File: src/rtl/spc_pkg.sv
package spc_pkg;
  localparam int MODE_W = 3;

  typedef enum logic [MODE_W-1:0] {
    M_RUN   = 3'd0,
    M_WAIT  = 3'd1,
    M_STOP1 = 3'd2,
    M_STOP2 = 3'd3,
    M_STOP3 = 3'd4,
    M_DBG   = 3'd5
  } mode_e;

  typedef struct packed {
    logic cpu;
    logic per;
    logic dbg;
    logic stby;
    logic ram;
    logic hold;
    logic rti;
  } gate_t;

  function automatic logic is_stop(mode_e m);
    return (m == M_STOP1) || (m == M_STOP2) || (m == M_STOP3);
  endfunction
endpackage

File: src/rtl/spc_level_sel.sv
module spc_level_sel
  import spc_pkg::*;
(
  input  logic  pd_sel,
  input  logic  ppd_sel,
  input  logic  dbg_en,
  input  logic  lvr_en,
  output mode_e lvl
);
  always_comb begin
    if (!pd_sel || dbg_en || lvr_en) lvl = M_STOP3;
    else if (ppd_sel)                lvl = M_STOP2;
    else                             lvl = M_STOP1;
  end
endmodule

File: src/rtl/spc_fsm.sv
module spc_fsm
  import spc_pkg::*;
(
  input  logic  clk,
  input  logic  rst,
  input  logic  stop_req,
  input  logic  wait_req,
  input  logic  irq_wake,
  input  logic  dbg_bkgd,
  input  logic  dbg_go,
  input  logic  dbg_en,
  input  logic  lvr_en,
  input  mode_e lvl,
  output mode_e mode_q,
  output mode_e mode_d,
  output logic  dbg_held_d,
  output logic  lvr_held_d
);
  logic dbg_held_q, lvr_held_q;

  always_comb begin
    mode_d     = mode_q;
    dbg_held_d = dbg_held_q;
    lvr_held_d = lvr_held_q;
    case (mode_q)
      M_RUN: begin
        if (stop_req) begin
          mode_d     = lvl;
          dbg_held_d = dbg_en;
          lvr_held_d = lvr_en;
        end else if (wait_req) begin
          mode_d = M_WAIT;
        end else if (dbg_bkgd && dbg_en) begin
          mode_d = M_DBG;
        end
      end
      M_WAIT: begin
        if (dbg_bkgd && dbg_en) mode_d = M_DBG;
        else if (irq_wake)      mode_d = M_RUN;
      end
      M_STOP3: begin
        if (dbg_bkgd && dbg_held_q) mode_d = M_DBG;
        else if (irq_wake)          mode_d = M_RUN;
      end
      M_STOP1, M_STOP2: mode_d = mode_q;
      M_DBG: begin
        if (dbg_go) mode_d = M_RUN;
      end
      default: mode_d = M_RUN;
    endcase
  end

  always_ff @(posedge clk) begin
    if (rst) begin
      mode_q     <= M_RUN;
      dbg_held_q <= 1'b0;
      lvr_held_q <= 1'b0;
    end else begin
      mode_q     <= mode_d;
      dbg_held_q <= dbg_held_d;
      lvr_held_q <= lvr_held_d;
    end
  end
endmodule

File: src/rtl/spc_gate_out.sv
module spc_gate_out
  import spc_pkg::*;
(
  input  logic  clk,
  input  logic  rst,
  input  mode_e mode_d,
  input  logic  dbg_held_d,
  input  logic  lvr_held_d,
  input  logic  rti_en,
  output gate_t gate_q
);
  gate_t nxt;
  logic  stp;

  always_comb begin
    stp      = is_stop(mode_d);
    nxt.cpu  = (mode_d == M_RUN) || (mode_d == M_DBG);
    nxt.per  = (mode_d == M_RUN) || (mode_d == M_WAIT) || (mode_d == M_DBG);
    nxt.dbg  = stp ? ((mode_d == M_STOP3) && dbg_held_d) : 1'b1;
    nxt.stby = stp && !(dbg_held_d || lvr_held_d);
    nxt.ram  = (mode_d != M_STOP1);
    nxt.hold = stp;
    nxt.rti  = rti_en && (mode_d != M_STOP1);
  end

  always_ff @(posedge clk) begin
    if (rst) begin
      gate_q <= '{cpu: 1'b1, per: 1'b1, dbg: 1'b1, stby: 1'b0,
                  ram: 1'b1, hold: 1'b0, rti: 1'b0};
    end else begin
      gate_q <= nxt;
    end
  end
endmodule

File: src/rtl/spc_dbg_resp.sv
module spc_dbg_resp
  import spc_pkg::*;
(
  input  logic  clk,
  input  logic  rst,
  input  logic  req,
  input  mode_e mode_q,
  output logic  grant,
  output logic  err
);
  logic lowpwr;
  assign lowpwr = (mode_q == M_WAIT) || is_stop(mode_q);

  always_ff @(posedge clk) begin
    if (rst) begin
      grant <= 1'b0;
      err   <= 1'b0;
    end else begin
      grant <= req && !lowpwr;
      err   <= req && lowpwr;
    end
  end
endmodule

File: src/rtl/stop_pwr_ctrl.sv
module stop_pwr_ctrl
  import spc_pkg::*;
(
  input  logic       clk,
  input  logic       rst,
  input  logic       stop_req,
  input  logic       wait_req,
  input  logic       pd_sel,
  input  logic       ppd_sel,
  input  logic       dbg_en,
  input  logic       lvr_en,
  input  logic       rti_en,
  input  logic       irq_wake,
  input  logic       dbg_bkgd,
  input  logic       dbg_go,
  input  logic       dbg_mem_req,
  output logic       cpu_clk_en,
  output logic       per_clk_en,
  output logic       dbg_clk_en,
  output logic       reg_stby,
  output logic       ram_on,
  output logic       io_hold,
  output logic       rti_clk_en,
  output logic [2:0] mode_stat,
  output logic       dbg_mem_grant,
  output logic       dbg_mem_err
);
  mode_e lvl, mode_q, mode_d;
  logic  dbg_held_d, lvr_held_d;
  gate_t gate_q;

  spc_level_sel u_lvl (
    .pd_sel(pd_sel), .ppd_sel(ppd_sel), .dbg_en(dbg_en), .lvr_en(lvr_en), .lvl(lvl)
  );

  spc_fsm u_fsm (
    .clk(clk), .rst(rst), .stop_req(stop_req), .wait_req(wait_req),
    .irq_wake(irq_wake), .dbg_bkgd(dbg_bkgd), .dbg_go(dbg_go),
    .dbg_en(dbg_en), .lvr_en(lvr_en), .lvl(lvl),
    .mode_q(mode_q), .mode_d(mode_d),
    .dbg_held_d(dbg_held_d), .lvr_held_d(lvr_held_d)
  );

  spc_gate_out u_gate (
    .clk(clk), .rst(rst), .mode_d(mode_d), .dbg_held_d(dbg_held_d),
    .lvr_held_d(lvr_held_d), .rti_en(rti_en), .gate_q(gate_q)
  );

  spc_dbg_resp u_resp (
    .clk(clk), .rst(rst), .req(dbg_mem_req), .mode_q(mode_q),
    .grant(dbg_mem_grant), .err(dbg_mem_err)
  );

  assign mode_stat  = mode_q;
  assign cpu_clk_en = gate_q.cpu;
  assign per_clk_en = gate_q.per;
  assign dbg_clk_en = gate_q.dbg;
  assign reg_stby   = gate_q.stby;
  assign ram_on     = gate_q.ram;
  assign io_hold    = gate_q.hold;
  assign rti_clk_en = gate_q.rti;
endmodule

File: config.mk
export PLATFORM = sky130hd
export DESIGN_NAME = stop_pwr_ctrl
export DESIGN_NICKNAME = d
export VERILOG_FILES = /design/src/rtl/spc_pkg.sv /design/src/rtl/spc_level_sel.sv /design/src/rtl/spc_fsm.sv /design/src/rtl/spc_gate_out.sv /design/src/rtl/spc_dbg_resp.sv /design/src/rtl/stop_pwr_ctrl.sv
export SDC_FILE = /design/constraint.sdc
export NUM_CORES = 1
export LEC_CHECK = 0
export BUFFER_PORTS_ARGS = -buffer_cell sky130_fd_sc_hd__buf_2
export CORE_MARGIN = 5
export CORE_UTILIZATION = 45
export CTS_CLUSTER_DIAMETER = 30
export DETAILED_ROUTE_END_ITERATION = 10
export HOLD_SLACK_MARGIN = 0.06
export PLACE_DENSITY_LB_ADDON = 0.3
export SETUP_SLACK_MARGIN = 0.3
export SLEW_MARGIN = 40
export SYNTH_ARGS = -nofsm -noshare
export SYNTH_HDL_FRONTEND = slang
export SYNTH_SLANG_ARGS = --single-unit
export TNS_END_PERCENT = 100
File: constraint.sdc
create_clock -name clk -period 2 [get_ports clk]
set_clock_uncertainty 0.15 [all_clocks]
set_input_delay 0.5 -clock clk [delete_from_list [all_inputs] [get_ports clk]]
set_output_delay 0.5 -clock clk [all_outputs]
set_load 0.02 [all_outputs]
==> flow_summary.yaml <==
setup_path:
  cp-startpoint: "u_fsm.mode_q[0]"
  r2r_setup_slack_ps: 320
  reg2reg_from: "u_fsm.mode_q[0]"
  path_class: "flop to flop"
  cp.required_ps: 2030
  end_kind: "flop"
  critPathMaxFanout: 7
  critPathLaunchType: "flop"
  cp.arrival_ps: 1710
place:
  dp_hpwl_um: 1070
  place_inst: 105
  io_buffers: 24
  gp_congestion: 0.790
synthesis:
  avgSynthCellArea_um2: 9.41
  syn-num-nets: 80
  netlist_area_um2: 631
  post_synth_inst_count: 67
  synth_edf_count: 0
  synthFlopType: "dfxtp_1"
  ys_seq_area_share_pct: 44.4
  yosysWarnings: 0
  async_flop_share_pct: 0
  ys_types: 28
  synth_seq_cells: 14
clock_network:
  cts_tree: "done"
  htree_levels: 1
  cts_buffers: 3
  clk_latency_ps: 280
  path_clk_slew_ps: 90
  root_buffer: "clkbuf_4"
  cts_sinks: 14
  cts_hold_buffers: 0
  cts_buffer_depth: 2
layout:
  stdcell_count: 112
  fin_util_pct: 65.7
  diodes: 0
  nFillCells: 105
  layout_commonest_cell: "buf_2"
  layout_common_cells: "24 x buf_2, 11 x dfxtp_1, 9 x nor2_1"
  areaGrowthSynthToFinish_pct: 37.3
  final_nets: 111
  drive_gt1_share_pct: 46.4
hold_path:
  worstHoldStart: "rti_en"
  hold_class: "input port to flop"
detailed_routing:
  route.detailed.drc: 0
  ant_nets: 0
  drtIter0Drc: 9
  drt-vias-per-instance: 5.25
  drt-total-wl_um: 1410
  first_pass_iters: 4
  post_drt_wl_per_cell_um: 12.6
  vias: 588
global_routing:
  grt_max_degree: 14
  track_usage_pct: 14.3
  antenna_found_initial: 0
  grt.overflow.total: 0
  first_global_vias: 554
  grt_pass1_wl_um: 2190
floorplanning:
  die_w_um: 47.4
  fp.coreArea_um2: 1320
  die_h_um: 47.4
  start_util_pct: 47.9
  rows: 13
  ios: 25
  dieArea_um2: 2250
timing:
  max_freq_mhz: 597
  rsz0062_at_grt: "true"
  setup_viol: 0
  slew_headroom_pct: 70.9
  drv_slew: 0
  finalCritPeriodShare_pct: 83.8
  tns_ps: 0
  worstMarginPinSlew_ps: 436
  timing.final.hold_violations: 0
  fin_crit_ps: 1680
power_and_ir_drop:
  powerDensity_nw_per_um2: 921
  peakVddDrop_uv: 402
  leakagePower_nw: 0.391
outcome:
  status: "finished clean"
flow_run:
  max-cap-violations: 0
cell usage after synthesis (2+ instances only):
master | number | share of area [%]
a211oi_2 | 2 | 4.0
a21o_1 | 2 | 2.4
a21oi_1 | 3 | 2.4
dfxtp_1 | 14 | 44
mux2i_1 | 2 | 3.2
nand2_1 | 4 | 2.4
nand2b_1 | 5 | 5.0
nand3_1 | 2 | 1.6
nor2_1 | 9 | 5.4
nor2b_1 | 4 | 4.0
nor3_1 | 2 | 1.6
nor3b_1 | 2 | 2.4
cell families after synthesis:
group           share of synthesized area, %
buf+inv                                 1.98
compound gates                          20.6
simple gates                            29.8
mux                                     3.17
flops                                   44.4
metrics by stage:
step	setup WS [ps]	total power, mW	hold WS, ps	cell area, um2
6_report	325	0.798	320	866
5_1_grt	236	0.842	314	866
4_1_cts	302	0.789	315	828
3_5_place_dp	-5.71	0.571	354	776
3_3_place_gp	15.9	0.566	335	776
2_1_floorplan	225	0.501	310	641
metal layers:
metal | track usage, % | vias up | share of wire [%]
met4 | 7.73 | 0 | 2.9
met3 | 5.64 | 4 | 4.9
met2 | 24.6 | 14 | 51
met5 | 0 | - | 0
li1 | - | 298 | -
met1 | 14.7 | 272 | 41
sequential cells by signal (all words and copies together), names as in the netlist:
register and count:
u_resp.err 1, u_gate.gate_q 7, u_fsm.dbg_held_q 1, u_fsm.lvr_held_q 1
u_resp.grant 1, u_fsm.mode_q 3
path summary, 6_finish.rpt:
kind | to | depth (start not counted)
worst max-delay path | u_gate.gate_q[4] | 6
worst min-delay path | u_gate.gate_q[0] | 2
worst max register to register | u_gate.gate_q[4] | 6
worst min register to register | u_fsm.lvr_held_q | 2
power by group:
part | internal, mW | switching [mW] | leakage [nW] | total [mW]
logic | 0.114 | 0.139 | 0.253 | 0.253
clock network | 0.111 | 0.0950 | 0.0210 | 0.206
registers | 0.315 | 0.0237 | 0.117 | 0.339
total | 0.540 | 0.257 | 0.391 | 0.798
critical path: stages, from the launching register on:
cell       delay, ps
dfxtp_4          380
a211oi_2         210
o22ai_2          130
a2111oi_4        280
buf_4            190
nand3_2           70
a21o_1           160
final cells by class:
class / count / area, um2 / area share (%)
multi-input cells: 50 / 368 / 42.5
clock buffers: 4 / 36.3 / 4.19
flip-flops and latches: 14 / 289 / 33.4
repair buffers: 28 / 150 / 17.3
well taps: 15 / 18.8 / 2.17
inverters: 1 / 3.75 / 0.434
timing repair:
item | 4_1_cts | 5_1_grt
setup endpoints to repair | 7 | 6
buffers inserted | 1 | 2
gates resized for setup | 3 | 5
pin swaps | 1 | 6
(Power assumes the default switching activity.)
